### src/rtl/baudgen_pkg.sv
package baudgen_pkg;
   typedef enum logic {
      PATH_QUARTER = 1'b0,
      PATH_DIRECT  = 1'b1
   } ref_path_e;

   function automatic int unsigned lane_count(input int unsigned div_w, input int unsigned byte_w);
      return div_w / byte_w;
   endfunction
endpackage

### src/rtl/baudgen_divreg.sv
module baudgen_divreg #(
   parameter int unsigned DIV_W = 16,
   parameter int unsigned BYTE_W = 8,
   parameter logic [DIV_W-1:0] RESET_DIV = 16'h0001,
   localparam int unsigned LANES = baudgen_pkg::lane_count(DIV_W, BYTE_W)
) (
   input  logic              clk,
   input  logic              rst_n,
   input  logic [LANES-1:0]  lane_we,
   input  logic [BYTE_W-1:0] wr_data,
   output logic [DIV_W-1:0]  div_q,
   output logic              wr_any
);
   for (genvar g = 0; g < LANES; g++) begin : g_lane
      always_ff @(posedge clk or negedge rst_n) begin
         if (!rst_n)
            div_q[g*BYTE_W +: BYTE_W] <= RESET_DIV[g*BYTE_W +: BYTE_W];
         else if (lane_we[g])
            div_q[g*BYTE_W +: BYTE_W] <= wr_data;
      end
   end

   assign wr_any = |lane_we;
endmodule

### src/rtl/baudgen_prescale.sv
module baudgen_prescale #(
   parameter int unsigned PRESCALE = 4,
   localparam int unsigned PW = (PRESCALE > 1) ? $clog2(PRESCALE) : 1
) (
   input  logic clk,
   input  logic rst_n,
   input  logic clear,
   input  logic bypass,
   output logic step
);
   if (PRESCALE > 1) begin : g_div
      logic [PW-1:0] pcnt;
      always_ff @(posedge clk or negedge rst_n) begin
         if (!rst_n)
            pcnt <= '0;
         else if (clear || pcnt == PW'(PRESCALE - 1))
            pcnt <= '0;
         else
            pcnt <= pcnt + 1'b1;
      end
      assign step = bypass || (pcnt == PW'(PRESCALE - 1));
   end else begin : g_pass
      logic unused_in;
      assign unused_in = clk ^ rst_n ^ clear ^ bypass;
      assign step = 1'b1;
   end
endmodule

### src/rtl/baudgen_counter.sv
module baudgen_counter #(
   parameter int unsigned CNT_W = 15
) (
   input  logic             clk,
   input  logic             rst_n,
   input  logic             clear,
   input  logic             step,
   input  logic [CNT_W-1:0] limit_m1,
   output logic             tick
);
   logic [CNT_W-1:0] cnt;
   logic             wrap;

   assign wrap = (cnt >= limit_m1);

   always_ff @(posedge clk or negedge rst_n) begin
      if (!rst_n) begin
         cnt  <= '0;
         tick <= 1'b0;
      end else if (clear) begin
         cnt  <= '0;
         tick <= 1'b0;
      end else begin
         tick <= step && wrap;
         if (step)
            cnt <= wrap ? '0 : cnt + 1'b1;
      end
   end
endmodule

### src/rtl/baudgen_top.sv
module baudgen_top #(
   parameter int unsigned DIV_W = 16,
   parameter int unsigned BYTE_W = 8,
   parameter int unsigned PRESCALE = 4,
   parameter logic [DIV_W-1:0] RESET_DIV = 16'h0001,
   localparam int unsigned CNT_W = DIV_W - 1,
   localparam int unsigned LANES = baudgen_pkg::lane_count(DIV_W, BYTE_W)
) (
   input  logic              clk,
   input  logic              rst_n,
   input  logic              div_lo_we,
   input  logic              div_hi_we,
   input  logic [BYTE_W-1:0] wr_data,
   input  logic              hs_en,
   output logic              baud_tick
);
   if (LANES != 2 || DIV_W != LANES * BYTE_W) begin : g_bad_width
      $error("baudgen_top: divisor must be exactly two byte lanes");
   end
   if (PRESCALE < 1) begin : g_bad_pre
      $error("baudgen_top: PRESCALE must be at least 1");
   end

   logic [DIV_W-1:0] div_q;
   logic             wr_any;
   logic             hs_q;
   logic             reload;
   logic             step;
   logic [CNT_W-1:0] field;
   logic [CNT_W-1:0] limit_m1;
   baudgen_pkg::ref_path_e path;
   logic             fast_sel;

   baudgen_divreg #(
      .DIV_W(DIV_W), .BYTE_W(BYTE_W), .RESET_DIV(RESET_DIV)
   ) u_divreg (
      .clk(clk), .rst_n(rst_n),
      .lane_we({div_hi_we, div_lo_we}),
      .wr_data(wr_data),
      .div_q(div_q), .wr_any(wr_any)
   );

   always_ff @(posedge clk or negedge rst_n) begin
      if (!rst_n) hs_q <= 1'b0;
      else        hs_q <= hs_en;
   end

   assign reload   = wr_any || (hs_en != hs_q);
   assign path     = (hs_q && div_q[DIV_W-1]) ? baudgen_pkg::PATH_DIRECT
                                               : baudgen_pkg::PATH_QUARTER;
   assign fast_sel = (path == baudgen_pkg::PATH_DIRECT);
   assign field    = div_q[CNT_W-1:0];
   assign limit_m1 = (field == '0) ? '0 : field - 1'b1;

   baudgen_prescale #(.PRESCALE(PRESCALE)) u_pre (
      .clk(clk), .rst_n(rst_n), .clear(reload),
      .bypass(fast_sel), .step(step)
   );

   baudgen_counter #(.CNT_W(CNT_W)) u_cnt (
      .clk(clk), .rst_n(rst_n), .clear(reload),
      .step(step), .limit_m1(limit_m1), .tick(baud_tick)
   );
endmodule

### config.mk
export PLATFORM = sky130hd
export DESIGN_NAME = baudgen_top
export DESIGN_NICKNAME = d
export VERILOG_FILES = /design/src/rtl/baudgen_pkg.sv /design/src/rtl/baudgen_divreg.sv /design/src/rtl/baudgen_prescale.sv /design/src/rtl/baudgen_counter.sv /design/src/rtl/baudgen_top.sv
export SDC_FILE = /design/constraint.sdc
export NUM_CORES = 1
export LEC_CHECK = 0
export BUFFER_PORTS_ARGS = -buffer_cell sky130_fd_sc_hd__buf_4
export CORE_AREA = 2 2 62 64
export DETAILED_ROUTE_END_ITERATION = 7
export DIE_AREA = 0 0 64 66
export GPL_TIMING_DRIVEN = 0
export PLACE_DENSITY = 0.82
export SYNTH_ARGS = -nofsm -noshare
export SYNTH_HDL_FRONTEND = slang
export SYNTH_SLANG_ARGS = --single-unit
### constraint.sdc
create_clock -name clk -period 5.1 [get_ports clk]
set_clock_uncertainty 0.15 [all_clocks]
set_input_delay 0.51 -clock clk [delete_from_list [all_inputs] [get_ports clk]]
set_output_delay 0.51 -clock clk [all_outputs]
set_load 0.01 [all_outputs]
==> metrics.txt, run 1 <==
Static Leakage 1.06 nW; Total Neg Setup Slack 0 ns; worst-path maximum fanout 10; die footprint 4220 um^2; largest net degree at the start of global routing 36; clk_lat worst skew 0.35 ns; commonest cells after routing, fill and taps aside dfrtp_1, nand2_1, ha_1; Clk pin slew, worst setup/hold paths 0.10 ns; Routed Antenna Nets 0; critical path class reg2reg; number of buffers added on ports 12; maximum root-to-sink buffer count 2; die height 66 um; Die X 64 um; worst-margin pin slew 0.528 ns; syn_nets 255; FILL cells 295; critical path arrival 4.00 ns; Syn. warnings 0; Synth Register Bits 35; row count 22; Synth Area per Inst 9.89 um^2; Starting Density 0.624; root buf cell clkbuf_4; max_cap viols 0; Seq/Total Area, Yosys 0.396; Tcrit/Tclk final 0.762; top cells by area, synth dfrtp_1, ha_1, mux2_2; Gate Count Post-Synth 224; vias per cell 5.95; Slew HR 0.646; clk sinks 35; Post-synth top flop dfrtp_1; Final setup viols 0; Routed wire per std cell 15.4 um; core area 3550 um^2; ys async rst share 1.00; post-CTS setup buffer count 0; Power Density 223 nW/um^2; Layout area overhead 9.49%; total grt overflow 0; initial antenna violation count 0; most common cell after layout, fill and taps aside dfrtp_1; share of layout cells above drive strength 1 0.163; Req. time, crit path 5.21 ns; CTS buffer count 5; via count 1743; mapped cell area 2220 um^2; Final Util 0.683; remaining routing DRC violations 0; Iter 0 DRT Violations 47; HP Class in2reg; fin. max-slew vios 0; Max VDD drop 184 uV; critical path's slowest cell a2111oi_4; ant diodes 0; H-tree depth 2; TritonRoute pass-1 iters 4; status finished clean; crit path capture type flop; Final #Nets 275; RSZ-0062 raised after global routing no; largest stage delay on the critical path 0.58 ns; final setup margin 1.21 ns; WL final 4.53 mm; Total GRT Usage 0.240; DP Worst Slack 1.25 ns; Fmax 257 MHz; minimum clock period 3.89 ns; area of the multi-input gates 1300 um^2; post-DP HPWL 3.34 mm; crit path launch type flop; gpl congestion 0.951; I/O pins 14; area leader, netlist dfrtp_1; number of global-route vias before repair 1654; first-pass GRT wire length 7.68 mm; Reg area 877 um^2; Post-synth EDFFs 0; CTS tree built; CP Cell Sequence nor4_1 > nand4b_1 > or3_1 > or2_4 > buf_6 > nand2_1 > ha_1 > a21oi_1 > o21ai_0 > a2111oi_4 > a21oi_2 > a211oi_1; post-synth cell types 42; Synth top area share 0.384; final hold violation count 0
## worst max-delay path, delay by kind of cell, from the launching register on
kind | cells | cell delay, ns
flops | 1 | 0.47
simple gates | 5 | 1.38
compound gates | 5 | 1.40
buf+inv | 1 | 0.14
fa+ha+maj | 1 | 0.25
## flip-flops by register name, summed over array words and instances (netlist names)
name,count
u_cnt.cnt,15
u_divreg.div_q,16
u_cnt.tick,1
u_pre.g_div.pcnt,2
hs_q,1
## synthesized netlist by cell type, drive strengths merged (3+ instances only)
library cell / number
dfrtp: 34
o21ai: 10
or3: 3
inv: 5
nor3b: 3
ha: 18
nor3: 16
a21oi: 10
xor2: 10
and4: 4
mux2: 14
nor2: 11
nand4: 11
nor4: 4
nand2: 25
nand3: 7
xnor2: 9
and2: 5
## final timing paths
check / from / to / slack, ns / depth (start not counted)
min in group asynchronous: rst_n / u_cnt.tick / 0.49 / 2
worst min-delay path: hs_en / hs_q / 0.13 / 1
max in group asynchronous: rst_n / u_divreg.div_q[0] / 3.97 / 2
worst max-delay path: u_divreg.div_q[7] / u_cnt.cnt[14] / 1.21 / 12
worst max register to register: u_divreg.div_q[7] / u_cnt.cnt[14] / 1.21 / 12
worst min register to register: u_pre.g_div.pcnt[0] / u_pre.g_div.pcnt[0] / 0.30 / 1
## per-stage QoR
| stage | cells | power, mW | hold slack [ns] | cell area (um^2) |
|---|---|---|---|---|
| detailed placement | 284 | 0.397 | 0.284 | 2370 |
| CTS | 293 | 0.546 | 0.117 | 2430 |
| global route | 293 | 0.569 | 0.119 | 2430 |
| floorplan | 224 | 0.367 | 0.0644 | 2220 |
| global placement | 284 | 0.393 | 0.281 | 2370 |
| finish | 293 | 0.542 | 0.131 | 2430 |
## logic make-up after synthesis
group	Yosys count	share of synthesized area
adder cells (fa/ha/maj)	18	0.102
multiplexers	14	0.0711
buffers and inverters	9	0.0192
AO/OA/AOI/OAI	30	0.0920
flip-flops	35	0.396
XOR/XNOR	19	0.0751
AND/OR/NAND/NOR	99	0.245
## report_power, final
part / leakage (nW) / total, mW / internal, mW / switching, mW
sequential: 0.449 / 0.309 / 0.291 / 0.0175
clock: 0.0293 / 0.149 / 0.0537 / 0.0957
combinational: 0.585 / 0.0832 / 0.0403 / 0.0429
## metal layers
layer	up-vias	global-route usage	share of wire
li1	860	-	-
met5	-	0	0
met3	6	0.0460	0.036
met1	847	0.314	0.46
met2	30	0.392	0.48
met4	0	0.0978	0.018
## cell type report
type | instances | share of cell area
Multi-Input combinational cell | 180 | 0.534
Sequential cell | 35 | 0.362
Timing Repair Buffer | 13 | 0.0413
Tap cell | 48 | 0.0248
Clock buffer | 7 | 0.0186
Buffer | 4 | 0.00980
Inverter | 5 | 0.00774
Clock inverter | 1 | 0.00206
## what timing repair did
action / CTS / global route
gates resized for setup: 0 / 0
hold buffers: 1 / 0
endpoints found under the hold margin: 34 / 0
No activity file was read; power rests on OpenSTA's default activity.
==> run 2, diff against run 1 <==
ABC_AREA = 1   (was default)
CORE_AREA = 2 2 66 68   (was 2 2 62 64)
DIE_AREA = 0 0 68 70   (was 0 0 64 66)
PLACE_DENSITY = 0.77   (was 0.82)
clock period = 3.6 ns   (was 5.1 ns; I/O delays follow)
==> metrics.txt, run 2 <==
status finished clean; Slew HR 0.704 (+0.0584); die footprint 4760 um^2 (+13%); post-synth cell types 29 (-31%); met1 WL 2.07 mm (-0.67%); final hold violation count 0 (unchanged); syn_nets 339 (+33%); Routed met3 length 190 um (+15%); Post-Synth Simple-Gate Area 0.339 (+0.0939); post-DP HPWL 3.64 mm (+8.9%); Post-synth top flop dfrtp_1; adder-cell share of the synthesized area 0.0956 (-0.00599); Crit path top cell by count nand2_1; Biggest register u_divreg.div_q; Synth Area per Inst 7.65 um^2 (-23%); Iter 0 DRT Violations 124 (+160%); Final #Nets 360 (+31%); Fmax 345 MHz (+34%); Tcrit/Tclk final 0.806 (+0.0441); count leader, synth nand2_1; Synth Register Bits 35 (unchanged); WL met2 2.20 mm (+0.55%); Total Neg Setup Slack 0 ns (unchanged); WL final 4.53 mm (unchanged); share of layout cells above drive strength 1 0.143 (-0.0204); ant diodes 0 (unchanged); root buf cell clkbuf_8; hold_buf cts 1 (unchanged); maximum root-to-sink buffer count 2 (unchanged); critical path class reg2reg; top sig layer met4; remaining routing DRC violations 0 (unchanged); most common cell after layout, fill and taps aside nand2_1; largest net degree at the start of global routing 36 (unchanged); WP buf/inv 4 (+3); main combinational cell family by area after synthesis simple AND/OR/NAND/NOR gates; largest registers u_divreg.div_q (16), u_cnt.cnt (15), u_pre.g_div.pcnt (2); Routed wire per std cell 11.9 um (-23%); Final setup viols 0 (unchanged); Power Density 328 nW/um^2 (+47%); total grt overflow 0 (unchanged); worst-path maximum fanout 10 (unchanged); HP Class in2reg; commonest cells after routing, fill and taps aside nand2_1, nor2_1, dfrtp_1; Static Leakage 1.32 nW (+24%); post-CTS setup buffer count 0 (unchanged); max reg flops 16 (unchanged); Gate Count Post-Synth 308 (+38%); Synth top area share 0.361 (-0.0226); CTS tree built; critical path arrival 2.98 ns (-1.02 ns); TritonRoute pass-1 iters 4 (unchanged); Die X 68 um (+6.3%); Total GRT Usage 0.223 (-0.0168); ys async rst share 1.00 (unchanged); Layout area overhead 11.1%; Seq/Total Area, Yosys 0.372 (-0.0233); Clk pin slew, worst setup/hold paths 0.07 ns (-0.03 ns); I/O pins 14 (unchanged); CP Cell Sequence inv_1 > ha_1 > nand2_2 > nor2_2 > nand3_2 > nor2_4 > nand3_2 > buf_6 > nand2_1 > ha_1 > nand2_1 > inv_1 > a21oi_1 > nand2_1 > nand2_1 > inv_1 > nor2_1 > nand3_1 > nand2_1; top cells by area, synth dfrtp_1, nand2_1, ha_1; Req. time, crit path 3.68 ns (-1.53 ns); Post-Synth XOR/XNOR Area 0.0484 (-0.0267); Max VDD drop 210 uV (+14%); clk sinks 35 (unchanged); RSZ-0062 raised after global routing no; FILL cells 390 (+32%); initial antenna violation count 0 (unchanged); crit path capture type flop; post-synthesis mux area share 0.0143 (-0.0568); Post-CTS Resized 0 (unchanged); Worst path top cell family by delay simple AND/OR/NAND/NOR gates; Syn. warnings 0 (unchanged); crit path launch type flop; number of buffers added on ports 13 (+1); vias per cell 5.13 (-14%); number of global-route vias before repair 1860 (+12%); gpl congestion 0.775 (-19%); first-pass GRT wire length 7.96 mm (+3.7%); worst-margin pin slew 0.444 ns (-0.0841 ns); core area 4140 um^2 (+17%); Routed Antenna Nets 0 (unchanged); minimum clock period 2.90 ns (-0.984 ns); mapped cell area 2350 um^2 (+6.3%); via count 1954 (+12%); Starting Density 0.568 (-0.0558); fin. max-slew vios 0 (unchanged); die height 70 um (+6.1%); H-tree depth 2 (unchanged); Post-synth EDFFs 0 (unchanged); Total Power 859 uW (+59%); critical path's slowest cell dfstp_2; post-synthesis compound-gate area fraction 0.0680 (-0.0240); clk_lat worst skew 0.29 ns (-0.06 ns); max_cap viols 0 (unchanged); area leader, netlist dfrtp_1; Post-synth top cells nand2_1, nor2_1, dfrtp_1; largest stage delay on the critical path 0.37 ns (-0.21 ns); CTS buffer count 5 (unchanged); row count 24 (+9.1%)
run 2: cell count changes in the layout (fill, tap and decap cells not counted), sizes merged, moves of 4 or more:
cell and change:
a21oi -4, and2 -5, and4 -4, inv +29
mux2 -11, nand2 +66, nand3 +21, nand4 -10
nor2 +34, nor3 -12, nor4 -4, o21ai +11
xnor2 -7
run 2: final cells by class:
class,instances,area (um^2),share of cell area
multi-input combinational,236,1330,0.509
sequential,35,877,0.335
inverter,34,128,0.0488
timing repair buffer,14,108,0.0411
clock buffer,6,82.6,0.0316
tap,52,65.1,0.0249
buffer,3,18.8,0.00718
clock inverter,1,5.00,0.00191
run 2: kinds of logic after synthesis:
| family | count (synthesis) |
|---|---|
| compound gates | 29 |
| xor+xnor | 13 |
| flops | 35 |
| fa+ha+maj | 18 |
| mux | 3 |
| simple gates | 173 |
| buf+inv | 37 |
run 2: worst paths after layout:
check                      slack [ns]  depth (start not counted)             endpoint           startpoint
max in group asynchronous        2.54                          2    u_divreg.div_q[0]                rst_n
max                              0.70                         19        u_cnt.cnt[13]    u_divreg.div_q[0]
max reg2reg                      0.70                         19        u_cnt.cnt[13]    u_divreg.div_q[0]
min                              0.06                          1                 hs_q                hs_en
min in group asynchronous        0.41                          2         u_cnt.cnt[7]                rst_n
min reg2reg                      0.29                          1  u_pre.g_div.pcnt[0]  u_pre.g_div.pcnt[0]
run 2: worst register-to-register path: stages (launching register included):
cell and delay [ns]:
dfstp_2 0.37, inv_1 0.12, ha_1 0.21, nand2_2 0.09, nor2_2 0.12, nand3_2 0.11
nor2_4 0.16, nand3_2 0.13, buf_6 0.17, nand2_1 0.07, ha_1 0.24, nand2_1 0.08
inv_1 0.04, a21oi_1 0.13, nand2_1 0.08, nand2_1 0.08, inv_1 0.04, nor2_1 0.28
nand3_1 0.12, nand2_1 0.07
run 2: power by group:
part / switching [mW] / internal [mW]
clock: 0.139 / 0.150
combinational: 0.0867 / 0.0544
sequential: 0.0164 / 0.413
total: 0.242 / 0.617
run 2: metrics by stage:
step / utilization / cells / cell area, um^2 / setup WS, ns / hold slack, ns
floorplan: - / 308 / 2350 / 1.06 / -0.0856
global placement: 0.607 / 373 / 2520 / 0.715 / 0.188
detailed placement: 0.607 / 373 / 2520 / 0.671 / 0.191
CTS: 0.631 / 381 / 2620 / 0.658 / 0.0503
global route: 0.631 / 381 / 2620 / 0.356 / 0.0436
finish: 0.631 / 381 / 2620 / 0.698 / 0.0572
run 2: metal layers:
metal	GRT usage	up-vias
met2	0.370	41
met3	0.0499	6
met1	0.286	884
met5	0	-
li1	-	1023
met4	0.0667	0
==> run 3, diff against run 2 <==
CORE_AREA = 2 2 69 71   (was 2 2 66 68)
DIE_AREA = 0 0 71 73   (was 0 0 68 70)
PLACE_DENSITY = 0.74   (was 0.77)
clock period = 2.4 ns   (was 3.6 ns; I/O delays follow)
==> metrics.txt, run 3 (synthesis results as in run 2) <==
Req. time, crit path 2.43 ns (-1.25 ns); core area 4540 um^2 (+9.5%); commonest cells after routing, fill and taps aside nand2_1, dfrtp_1, nor2_1; Routed Antenna Nets 0 (unchanged); maximum root-to-sink buffer count 2 (unchanged); status finished with violations; RSZ-0062 raised after global routing yes; WHS Path Cells 2 (+1); Slew HR 0.703 (-0.00121); largest stage delay on the critical path 0.55 ns (+0.18 ns); critical path arrival 2.79 ns (-0.19 ns); DP Worst Slack -0.425 ns (-1.10 ns); Gate power share 0.218 (+0.054); worst-margin pin slew 0.444 ns (+0.000178 ns); worst-path maximum fanout 5 (-5); post-DP HPWL 3.72 mm (+2.1%); final hold violation count 0 (unchanged); remaining routing DRC violations 0 (unchanged); largest net degree at the start of global routing 36 (unchanged); first-pass GRT wire length 8.94 mm (+12%); critical path's slowest cell dfstp_2; Iter 0 DRT Violations 121 (-2.4%); Static Leakage 1.43 nW (+8.0%); Fmax 363 MHz (+5.3%); CP Cell Sequence inv_4 > ha_4 > nand2_4 > nor2_4 > nand3_2 > nor2_4 > nand3_4 > buf_8 > nand3_4 > ha_4 > nand2_2 > nor2_2 > nand2_1 > nor2_2 > nor2_4 > nand3_2 > nand2_4 > nand2_4 > nor2_1; Total Power 1.39 mW (+62%); fin cells 394 (+3.4%); WL final 5.40 mm (+19%); minimum clock period 2.75 ns (-0.147 ns); clk sinks 35 (unchanged); clock share of power 0.317 (-0.019); Worst R2R Path Depth 19 (unchanged); H-tree depth 2 (unchanged); Final setup viols 16 (+16); CTS buffer count 5 (unchanged); initial antenna violation count 0 (unchanged); largest registers u_divreg.div_q (16), u_cnt.cnt (15), u_pre.g_div.pcnt (2); number of buffers added on ports 13 (unchanged); Routed wire per std cell 13.7 um (+15%); clk_lat worst skew 0.30 ns (about the same); root buf cell clkbuf_8; Max VDD drop 375 uV (+78%); Tcrit/Tclk final 1.15 (+0.342); Sequential Power Share 0.465 (-0.034); Starting Density 0.519 (-0.0491); r2r endpoint u_cnt.cnt[7]; via count 2033 (+4.0%); Power Density 458 nW/um^2 (+40%); CTS tree built; Die X 71 um (+4.4%); Total Neg Setup Slack -4.93 ns (-4.93 ns); max_cap viols 0 (unchanged); gpl congestion 0.753 (-2.9%); Hold Path Origin div_lo_we; Total GRT Usage 0.225 (+0.00150); number of global-route vias before repair 2009 (+8.0%); HP Class in2reg; critical path class reg2reg; I/O pins 14 (unchanged); die footprint 5180 um^2 (+8.9%); share of layout cells above drive strength 1 0.312 (+0.169); TritonRoute pass-1 iters 4 (unchanged); Switching Fraction 0.300 (+0.0187); Clk pin slew, worst setup/hold paths 0.07 ns (about the same); failing checks setup timing; total net switching power 417 uW (+72%); final setup margin -0.355 ns (-1.05 ns); die height 73 um (+4.3%); crit path capture type flop; Final #Nets 371 (+3.1%); Internal 971 uW (+57%); max reg flops 16 (unchanged); row count 25 (+4.2%); Layout area overhead 28.6%; fin. max-slew vios 0 (unchanged); Biggest register u_divreg.div_q; R2R Path Start u_divreg.div_q[0]; total grt overflow 0 (unchanged); most common cell after layout, fill and taps aside nand2_1; placed insts 375 (+0.54%); vias per cell 5.16 (+0.61%); ant diodes 0 (unchanged); crit path launch type flop; Min-Delay Endpoint u_divreg.div_q[0]; setup slack, reg-to-reg -0.35 ns (-1.05 ns)
## run 3: power by group through the flow
| stage | combinational [mW] | sequential [mW] | clock [mW] |
|---|---|---|---|
| 3_3_place_gp | 0.216 | 0.654 | 0 |
| 5_1_grt | 0.340 | 0.649 | 0.466 |
| 4_1_cts | 0.283 | 0.645 | 0.448 |
| 3_5_place_dp | 0.221 | 0.655 | 0 |
| 6_report | 0.302 | 0.646 | 0.440 |
| 2_1_floorplan | 0.155 | 0.649 | 0 |
## run 3: critical path: cells and delay by family (launching register included)
| kind | cells | cell delay, ns |
|---|---|---|
| fa+ha+maj | 2 | 0.45 |
| simple gates | 15 | 1.30 |
| flops | 1 | 0.55 |
| buf+inv | 2 | 0.20 |
## run 3: per-layer routing
| metal | up-vias | part of all wire | track usage |
|---|---|---|---|
| met5 | - | 0 | 0 |
| met4 | 0 | 0.020 | 0.0985 |
| met3 | 9 | 0.021 | 0.0359 |
| met2 | 25 | 0.52 | 0.413 |
| met1 | 949 | 0.44 | 0.258 |
| li1 | 1050 | - | - |
## run 3: worst max path at each step
| stage | startpoint | to | slack, ns | cells past startpoint |
|---|---|---|---|---|
| after floorplan | u_divreg.div_q[0] | u_cnt.cnt[6] | -0.04 | 19 |
| after global placement | u_divreg.div_q[0] | u_cnt.cnt[3] | -0.38 | 19 |
| after detailed placement | u_divreg.div_q[0] | u_cnt.cnt[3] | -0.42 | 19 |
| after CTS | u_divreg.div_q[1] | u_cnt.cnt[8] | -0.24 | 19 |
| after global routing | u_divreg.div_q[1] | u_cnt.cnt[7] | -0.49 | 18 |
| final | u_divreg.div_q[0] | u_cnt.cnt[7] | -0.35 | 19 |
## run 3: what timing repair did
action,CTS,global route
setup endpoints to repair,16,16
endpoints found under the hold margin,35,0
pin swaps,23,10
cloned,2,0
resized for setup,42,24
hold buffers,2,0
buffers inserted,7,1
## run 3: stage by stage
stage                     area [um^2]   util  hold WS, ns
final                            3030  0.668       0.0213
after global routing             3030  0.668       0.0315
after CTS                        2940  0.647       0.0110
after detailed placement         2540  0.560       0.0687
after global placement           2540  0.560       0.0666
after floorplan                  2370      -       -0.206
## run 3: area by class of cell
cell class | instances | area [um^2]
inverters | 34 | 130
flip-flops and latches | 35 | 878
clock inverters | 1 | 5.00
plain buffers | 3 | 22.5
repair buffers | 24 | 196
fillers | 354 | 1510
clock buffers | 6 | 82.6
well taps | 54 | 67.6
multi-input cells | 237 | 1650
